==> src/rtl/rai_pkg.sv <==
package rai_pkg;
  typedef enum logic [1:0] {
    RAI_SF_BIT2 = 2'd0,
    RAI_SF_FBIT = 2'd1,
    RAI_ESF_DL  = 2'd2,
    RAI_IDLE    = 2'd3
  } rai_mode_e;
endpackage

==> src/rtl/rai_bit2_win.sv <==
module rai_bit2_win #(
  parameter int WIN    = 256,
  parameter int THRESH = 254
) (
  input  logic clk,
  input  logic clr,
  input  logic en,
  input  logic stb,
  input  logic bit2,
  output logic alarm_st
);
  localparam int CW = $clog2(WIN);
  localparam int ZW = $clog2(WIN + 1);

  logic [CW-1:0] pos;
  logic [ZW-1:0] zeros;
  logic          take;
  logic          last;
  logic [ZW-1:0] zeros_nx;

  assign take     = en && stb;
  assign last     = (pos == CW'(WIN - 1));
  assign zeros_nx = zeros + ZW'(!bit2);

  always_ff @(posedge clk) begin
    if (clr) begin
      pos      <= '0;
      zeros    <= '0;
      alarm_st <= 1'b0;
    end else if (take) begin
      if (last) begin
        alarm_st <= (zeros_nx >= ZW'(THRESH));
        zeros    <= '0;
        pos      <= '0;
      end else begin
        pos   <= pos + CW'(1);
        zeros <= zeros_nx;
      end
    end
  end


  block_edge_chk: assert property (@(posedge clk) disable iff (clr)
    (!$stable(alarm_st) && !$past(clr)) |-> $past(take && last));


  idle_hold_chk: assert property (@(posedge clk) disable iff (clr)
    (!take) |=> $stable(alarm_st));
endmodule

==> src/rtl/rai_fbit_pair.sv <==
module rai_fbit_pair #(
  parameter int IW   = 4,
  parameter int FIDX = 11
) (
  input  logic          clk,
  input  logic          clr,
  input  logic          en,
  input  logic          stb,
  input  logic [IW-1:0] idx,
  input  logic          val,
  output logic          alarm_st
);
  logic hit;
  logic prev;
  logic have;

  assign hit = en && stb && (idx == IW'(FIDX));

  always_ff @(posedge clk) begin
    if (clr) begin
      prev     <= 1'b0;
      have     <= 1'b0;
      alarm_st <= 1'b0;
    end else if (hit) begin
      have <= 1'b1;
      prev <= val;
      if (have && (prev == val)) alarm_st <= val;
    end
  end


  pair_set_chk: assert property (@(posedge clk) disable iff (clr)
    $rose(alarm_st) |-> (prev && $past(prev) && $past(have)));


  pair_clr_chk: assert property (@(posedge clk) disable iff (clr)
    ($fell(alarm_st) && !$past(clr)) |-> (!prev && !$past(prev)));


  idx_hold_chk: assert property (@(posedge clk) disable iff (clr)
    (!hit) |=> $stable(alarm_st));
endmodule

==> src/rtl/rai_dl_pattern.sv <==
module rai_dl_pattern #(
  parameter int             SLOTW   = 16,
  parameter int             NSLOT   = 16,
  parameter int             CLR_MAX = 14,
  parameter logic [SLOTW-1:0] PAT   = 16'h00FF
) (
  input  logic clk,
  input  logic clr,
  input  logic en,
  input  logic stb,
  input  logic dbit,
  output logic alarm_st
);
  localparam int BW = $clog2(SLOTW);

  logic [SLOTW-1:0] sh;
  logic [BW-1:0]    bcnt;
  logic [NSLOT-1:0] hist;
  logic             take;
  logic             slot_end;
  logic [SLOTW-1:0] word;
  logic [NSLOT-1:0] hist_nx;
  int               hits;

  assign take     = en && stb;
  assign slot_end = take && (bcnt == BW'(SLOTW - 1));
  assign word     = {sh[SLOTW-2:0], dbit};
  assign hist_nx  = {hist[NSLOT-2:0], (word == PAT)};
  assign hits     = $countones(hist_nx);

  always_ff @(posedge clk) begin
    if (clr) begin
      sh       <= '0;
      bcnt     <= '0;
      hist     <= '0;
      alarm_st <= 1'b0;
    end else if (take) begin
      sh   <= word;
      bcnt <= slot_end ? '0 : bcnt + BW'(1);
      if (slot_end) begin
        hist <= hist_nx;
        if (hits == NSLOT)        alarm_st <= 1'b1;
        else if (hits <= CLR_MAX) alarm_st <= 1'b0;
      end
    end
  end


  full_run_chk: assert property (@(posedge clk) disable iff (clr)
    $rose(alarm_st) |-> ($countones(hist) == NSLOT));


  drop_chk: assert property (@(posedge clk) disable iff (clr)
    ($fell(alarm_st) && !$past(clr)) |-> ($countones(hist) <= CLR_MAX));
endmodule

==> src/rtl/t1_rai_detect.sv <==
module t1_rai_detect
  import rai_pkg::*;
#(
  parameter int               B2_WIN     = 256,
  parameter int               B2_THRESH  = 254,
  parameter int               FIDX_W     = 4,
  parameter int               FBIT_IDX   = 11,
  parameter int               DL_SLOT    = 16,
  parameter int               DL_NSLOT   = 16,
  parameter int               DL_CLR_MAX = 14,
  parameter logic [DL_SLOT-1:0] DL_PAT   = 16'h00FF
) (
  input  logic              clk,
  input  logic              rst,
  input  logic [1:0]        mode,
  input  logic              in_sync,
  input  logic              ch_stb,
  input  logic              ch_bit2,
  input  logic              fb_stb,
  input  logic [FIDX_W-1:0] fb_idx,
  input  logic              fb_val,
  input  logic              dl_stb,
  input  logic              dl_bit,
  output logic              alarm,
  output logic              alarm_chg
);
  rai_mode_e mode_q;
  logic      mode_chg;
  logic      clr;
  logic      st_b2, st_fb, st_dl;
  logic      sel;
  logic      alarm_nx;

  assign mode_chg = (mode != mode_q);
  assign clr      = rst || mode_chg;

  rai_bit2_win #(.WIN(B2_WIN), .THRESH(B2_THRESH)) u_b2 (
    .clk(clk), .clr(clr), .en(in_sync && (mode_q == RAI_SF_BIT2)),
    .stb(ch_stb), .bit2(ch_bit2), .alarm_st(st_b2));

  rai_fbit_pair #(.IW(FIDX_W), .FIDX(FBIT_IDX)) u_fb (
    .clk(clk), .clr(clr), .en(in_sync && (mode_q == RAI_SF_FBIT)),
    .stb(fb_stb), .idx(fb_idx), .val(fb_val), .alarm_st(st_fb));

  rai_dl_pattern #(.SLOTW(DL_SLOT), .NSLOT(DL_NSLOT), .CLR_MAX(DL_CLR_MAX), .PAT(DL_PAT)) u_dl (
    .clk(clk), .clr(clr), .en(in_sync && (mode_q == RAI_ESF_DL)),
    .stb(dl_stb), .dbit(dl_bit), .alarm_st(st_dl));

  always_comb begin
    case (mode_q)
      RAI_SF_BIT2: sel = st_b2;
      RAI_SF_FBIT: sel = st_fb;
      RAI_ESF_DL:  sel = st_dl;
      default:     sel = 1'b0;
    endcase
  end

  assign alarm_nx = mode_chg ? 1'b0 : sel;

  always_ff @(posedge clk) begin
    if (rst) begin
      mode_q    <= rai_mode_e'(mode);
      alarm     <= 1'b0;
      alarm_chg <= 1'b0;
    end else begin
      mode_q    <= rai_mode_e'(mode);
      alarm     <= alarm_nx;
      alarm_chg <= (alarm_nx != alarm);
    end
  end


  chg_pulse_chk: assert property (@(posedge clk) disable iff (rst)
    alarm_chg |-> (alarm != $past(alarm)));


  mode_clear_chk: assert property (@(posedge clk) disable iff (rst)
    mode_chg |=> !alarm);


  idle_mode_chk: assert property (@(posedge clk) disable iff (rst)
    ((mode_q == RAI_IDLE) && !mode_chg) |=> !alarm);
endmodule

==> config.mk <==
export PLATFORM = sky130hd
export DESIGN_NAME = t1_rai_detect
export DESIGN_NICKNAME = d
export VERILOG_FILES = /design/src/rtl/rai_pkg.sv /design/src/rtl/rai_bit2_win.sv /design/src/rtl/rai_fbit_pair.sv /design/src/rtl/rai_dl_pattern.sv /design/src/rtl/t1_rai_detect.sv
export SDC_FILE = /design/constraint.sdc
export NUM_CORES = 1
export LEC_CHECK = 0
export CAP_MARGIN = 15
export CORE_MARGIN = 3
export CORE_UTILIZATION = 53
export DETAILED_ROUTE_END_ITERATION = 8
export GPL_ROUTABILITY_DRIVEN = 0
export PLACE_DENSITY = 0.75
export SLEW_MARGIN = 30
export SYNTH_ARGS = -nofsm -noshare
export SYNTH_HDL_FRONTEND = slang
export SYNTH_SLANG_ARGS = --single-unit
==> constraint.sdc <==
create_clock -name clk -period 4.75 [get_ports clk]
set_input_delay 0.95 -clock clk [delete_from_list [all_inputs] [get_ports clk]]
set_output_delay 0.95 -clock clk [all_outputs]
set_load 0.05 [all_outputs]
* Word-level counts from Yosys, hierarchy flattened *
Cells that the tools add are included.

word-level totals
  bits in registers = 60
  logic and storage cells = 67
  output and inout bits = 2
  input port bits = 15

cells by class
  reduce and logical (&&, ||, !) cells = 17
  eq/ne operators = 10
  $lt $le $gt $ge = 2
  $add $sub $neg = 18
  mux-type cells = 7

operators by type and width
  kind                                                                number
  adder 32 bit                                                        7
  equality test 32 x 6 -> 1 bit (second input constant)               1
  less-or-equal comparator 32 x 5 -> 1 bit (second input constant)    1
  adder 1 x 1 -> 2 bit                                                8
  equality test 16 x 8 -> 1 bit (second input constant)               1
  adder 9 x 1 -> 9 bit                                                1
  greater-or-equal comparator 9 x 8 -> 1 bit (second input constant)  1
  logical AND 1 bit                                                   9
  two-way mux 9 bit                                                   1
  adder 8 x 1 -> 8 bit (second input constant)                        1
  equality test 4 bit (second input constant)                         2
  equality test 8 bit (second input constant)                         1
  two-way mux 8 bit                                                   1
  AND reduction 2 bit                                                 3
  adder 4 x 1 -> 4 bit (second input constant)                        1
  two-way mux 4 bit                                                   1
  two-way mux 1 bit                                                   3
  one-hot mux 1 bit (3 select lines)                                  1
  AND reduction 3 bit                                                 1
  equality test 2 x 1 -> 1 bit (second input constant)                1
  equality test 2 bit (second input constant)                         1
  zero test 2 bit                                                     1
  != test 2 bit                                                       1
  nonzero test 2 bit                                                  1
  other kinds (4)                                                     4

* Depth between registers and ports, before layout *
  depth in word-level cells = 8
  mapped depth = 18
  mapped depth without buffers = 18

* Modules after synthesis *
Synthesis repeated with hierarchy kept, for this count alone.

second synthesis, totals
  cells, all modules = 355
  area, all modules = 3,001.6 um^2

by module, submodules not included
  module          cells an instance  instances  seq. area each (um^2)  area an instance (um^2)
  rai_dl_pattern  207                1          700.7                  1,709.1
  rai_bit2_win    110                1          360.3                  923.4
  t1_rai_detect   21                 1          80.1                   212.7
  rai_fbit_pair   17                 1          60.1                   156.4

* Worst setup path after synthesis *
OpenSTA, ideal clock, no wires.

  path kind = input port to flip-flop
  from = in dl_bit
  to = reg u_dl.alarm_st
  required time = 4.659 ns
  data arrival time = 4.701 ns
  stages on the path = 15
  path buffers = 0
  library setup time = 0.091 ns
  slack = -0.042 ns
  path through = nand4_1 > nor3_1 > ha_1 > inv_1 > fa_1 > fa_1 > fa_1 > inv_1 > fa_1 > ha_1 > fa_1 > xor2_1 > nor4_1 > a21oi_1 > a311oi_1

on the way
  cells in the longest elaborated chain, start to end = 8

RTL lines
  element                                                                                    line                                        text
  start, declared                                                                            t1_rai_detect.sv:23                         input logic dl_bit,
  equality test 16 x 8 -> 1 bit (*)                                                          rai_dl_pattern.sv:28                        assign hist_nx = {hist[NSLOT-2:0], (word == PAT)};
  adder 1 x 1 -> 2 bit (implied by the code) (*)                                             rai_dl_pattern.sv:29                        assign hits = $countones(hist_nx);
  adder 32 bit (implied by the code) (*) (3 in series)                                       rai_dl_pattern.sv:29
  less-or-equal comparator 32 x 5 -> 1 bit or equality test 32 x 6 -> 1 bit (tied branches)  rai_dl_pattern.sv:43, rai_dl_pattern.sv:42
  nonzero test 2 bit (no line)                                                               --
  AND reduction 3 bit (no line)                                                              --
  end signal, assigned                                                                       rai_dl_pattern.sv:36                        alarm_st <= 1'b0;
  end signal, assigned                                                                       rai_dl_pattern.sv:42                        if (hits == NSLOT) alarm_st <= 1'b1;
  end signal, assigned                                                                       rai_dl_pattern.sv:43                        else if (hits <= CLR_MAX) alarm_st <= 1'b0;
  end, declared                                                                              rai_dl_pattern.sv:12                        output logic alarm_st

Mark *: on every way between the ends. The rest lies on a longest branch, timed or not.
A chain may end at the register's enable or synchronous reset.

* Worst setup path in the final report *
Ends and elaborated chain as after synthesis.

==> qor.yml <==
synth_flop_cell: "sky130_fd_sc_hd__dfxtp_1"
cpPeakStageDelay_ns: 0.52
core_region_area_um2: 5300
tritoncts: "built"
fp.dieH_um: 81.2
critical_path_required_ns: 5.00
ant_nets: 0
final_hold_viol_count: 0
synth_sequential_area_ratio_pct: 40.1
initial_core_util_pct: 56.6
synth-edff-count: 0
max_slew_margin_pct: 51.3
r2r-end: "u_dl.alarm_st"
clock.fmax_mhz: 214
ir_drop_uv: 182
post-dp-hpwl_mm: 4.19
setup_slack_ns: 0.0793
finalPower_w: 0.00102
finalWirelength_mm: 6.02
fin_crit_sh_pct: 98.3
synth.top_cells.by_area: "sky130_fd_sc_hd__dfxtp_1 40%, sky130_fd_sc_hd__nand2_1 10%, sky130_fd_sc_hd__fa_1 7.3%"
crit_slowest_cell: "sky130_fd_sc_hd__fa_1"
cellLeakagePower_nw: 1.24
detail_route.drc_violations: 0
startpoint_type: "input port"
grt_first_pass_wirelength_mm: 10.0
antenna_violations_before_repair: 0
fp-row-count: 26
globalRouteTotalUtil_pct: 20.0
detailedRoute.firstIterationViolations: 145
synthDominantAreaCellType: "sky130_fd_sc_hd__dfxtp_1"
timing.critical_path.arrival_ns: 4.92
timing.final.max_slew_violations: 0
mean_cell_area_of_the_mapped_netlist_um2: 8.50
finalInstanceArea_um2: 3450
place_inst: 425
most_common_library_cell_in_the_layout_ignoring_fill_and_taps: "sky130_fd_sc_hd__nand2_1"
cts_max_path_buffers: 2
clk_transition_reported_paths_ns: 0.07
vias_in_the_first_global_route: 2239
syn-cell-area_um2: 3000
finalNonFillerCells: 441
portBuffers: 16
post_drt_via_cell_ratio: 5.53
area.growth.synth_to_final_pct: 15.0
wl_per_cell_um: 13.7
die_ar_um2: 6600
cts_bufs_inserted: 9
clock-sinks: 60
num-nets-final: 410
top_level_ports: 17
register_to_register_path_setup_slack_ns: 0.15
fin_crit_ns: 4.67
worst_slew_pin_slew_ns: 0.726
most-common-layout-cells: "82 x sky130_fd_sc_hd__nand2_1, 60 x sky130_fd_sc_hd__dfxtp_1, 41 x sky130_fd_sc_hd__a21oi_1, 21 x sky130_fd_sc_hd__nor2_1, 18 x sky130_fd_sc_hd__inv_1"
timing.reg2reg.worst_path_depth: 15
setup_repair_after_global_routing_missed_its_margin: "true"
yosys.cell_types.count: 42
fraction_of_layout_instances_using_a_drive_strength_above_1_pct: 8.36
detailedRoute.firstPassIterationCount: 4
post-route-util_pct: 65.1
detailroute.via_count: 2438
dp_area_um2: 3190
timing.critical_path.to: "u_dl.alarm_st"
timing.critical_path.from: "dl_bit"
globalRoute.totalOverflow: 0
antennaDiodeCount: 0
pre_cts_slack_ns: -0.772
hold_path_class: "flip-flop to flip-flop"
post-synth-top-area-fraction_pct: 40.1
worstReg2RegStart: "u_dl.sh[7]"
clk_root_buffer_cell: "sky130_fd_sc_hd__clkbuf_8"
max_cap_violations: 0
die_w_um: 81.2
synthesis.nets: 396
outcome: "finished, final reports clean"
grt_start_max_net_pins: 39
setup-violations-final: 0
cp-end-kind: "flip-flop"
yosys_warnings: 0
yosys_register_bits: 60
count_of_h_tree_levels_built_during_cts: 3
crit_path_frequent_cell: "sky130_fd_sc_hd__fa_1"
power_density_nw_per_um2: 296
worst_case_clock_skew_ns: 0.0129
ys_async_sr_fraction_pct: 0
crit_fanout: 2
critical_path_class: "input port to flip-flop"
post_synth_inst_count: 353
critical_path.cell_chain: "buf_6 -> nand4_1 -> nor3_4 -> ha_2 -> inv_1 -> fa_1 -> inv_1 -> fa_1 -> fa_2 -> fa_1 -> ha_2 -> fa_2 -> nor4_4 -> a21oi_1 -> a311oi_1"
worst_skew_pair.late_latency_ns: 0.34
fillers: 435
cell type report:
type | count | area, µm² | share of cell area, %
clock buffer | 10 | 128 | 3.70
clock inverter | 5 | 77.6 | 2.25
inverter | 19 | 71.3 | 2.07
multi-input combinational | 258 | 1700 | 49.3
sequential | 60 | 1200 | 34.8
tap | 70 | 87.6 | 2.54
timing repair buffer | 19 | 184 | 5.33
through the flow:
| step | setup TNS (ns) | hold WS [ns] |
|---|---|---|
| 4_1_cts | 0 | 0.462 |
| 2_1_floorplan | 0 | 0.436 |
| 5_1_grt | -0.0718 | 0.496 |
| 3_5_place_dp | -0.772 | 0.453 |
| 3_3_place_gp | -0.596 | 0.445 |
| 6_report | 0 | 0.470 |
kinds of logic after synthesis:
group | Yosys count | share of synthesized area (%)
buffers and inverters | 35 | 4.88
DFF | 60 | 40.0
muxes | 3 | 1.00
xor gates and xnor gates | 12 | 3.50
and+or+nand+nor | 148 | 22.9
AOI/OAI and AO/OA | 67 | 13.2
adders and majority gates | 28 | 14.4
power breakdown:
group	total, W	internal (W)	switching (W)
sequential	0.000506	0.000504	0.00000202
combinational	0.0000333	0.0000151	0.0000182
clock	0.000482	0.000291	0.000191
total	0.00102	0.000810	0.000212
worst max-delay path: cells and delay by family:
| kind | cells | cell delay [ns] |
|---|---|---|
| buffers and inverters | 3 | 0.24 |
| adder cells (fa/ha/maj) | 7 | 2.76 |
| AO/OA/AOI/OAI | 2 | 0.36 |
| AND/OR/NAND/NOR | 3 | 0.59 |
Yosys cell counts (2+ instances only):
| library cell | count |
|---|---|
| sky130_fd_sc_hd__a21oi_1 | 41 |
| sky130_fd_sc_hd__a22oi_1 | 5 |
| sky130_fd_sc_hd__a311oi_1 | 6 |
| sky130_fd_sc_hd__a31oi_1 | 2 |
| sky130_fd_sc_hd__a41oi_1 | 2 |
| sky130_fd_sc_hd__buf_2 | 3 |
| sky130_fd_sc_hd__clkbuf_1 | 11 |
| sky130_fd_sc_hd__dfxtp_1 | 60 |
| sky130_fd_sc_hd__fa_1 | 11 |
| sky130_fd_sc_hd__ha_1 | 17 |
| sky130_fd_sc_hd__inv_1 | 19 |
| sky130_fd_sc_hd__mux2i_1 | 3 |
| sky130_fd_sc_hd__nand2_1 | 82 |
| sky130_fd_sc_hd__nand3_1 | 5 |
| sky130_fd_sc_hd__nand4_1 | 8 |
| sky130_fd_sc_hd__nand4b_1 | 3 |
| sky130_fd_sc_hd__nor2_1 | 21 |
| sky130_fd_sc_hd__nor2_2 | 2 |
| sky130_fd_sc_hd__nor2b_1 | 3 |
| sky130_fd_sc_hd__nor3_1 | 5 |
| sky130_fd_sc_hd__nor3b_1 | 2 |
| sky130_fd_sc_hd__nor4_1 | 4 |
| sky130_fd_sc_hd__o21ai_0 | 6 |
| sky130_fd_sc_hd__or3_1 | 4 |
| sky130_fd_sc_hd__xnor2_1 | 2 |
| sky130_fd_sc_hd__xor2_1 | 10 |
worst min-delay path by stage:
stage / startpoint / end / slack (ns) / cells past startpoint
floorplan: u_dl.sh[14] / u_dl.sh[14] / 0.44 / 2
global placement: u_dl.hist[14] / u_dl.hist[14] / 0.45 / 2
detailed placement: u_dl.sh[14] / u_dl.sh[14] / 0.45 / 2
CTS: u_dl.sh[14] / u_dl.sh[14] / 0.46 / 2
global route: u_dl.hist[10] / u_dl.hist[11] / 0.50 / 2
finish: u_dl.sh[2] / u_dl.sh[3] / 0.47 / 2
layer usage:
layer	wire length [µm]	vias up	global-route usage (%)	share of wire, %
met5	0	-	0	0
met4	138	0	8.61	2.3
li1	-	1238	-	-
met2	3010	43	33.7	50
met3	196	11	5.65	3.3
met1	2680	1146	23.9	44
flip-flops by register name, summed over array words and instances, names as in the netlist:
name,cells
u_dl.alarm_st,1
u_fb.prev,1
u_b2.alarm_st,1
alarm,1
u_b2.pos,8
u_dl.sh,15
u_dl.hist,15
u_dl.bcnt,4
alarm_chg,1
u_fb.have,1
mode_q,2
u_fb.alarm_st,1
u_b2.zeros,9
what timing repair did:
item	CTS	global route
endpoints found under the setup margin	1	1
buffers inserted	1	0
pin swaps	12	9
hold buffers	0	0
resized for setup	9	6
Note: power is estimated with default switching activity, not from simulation.
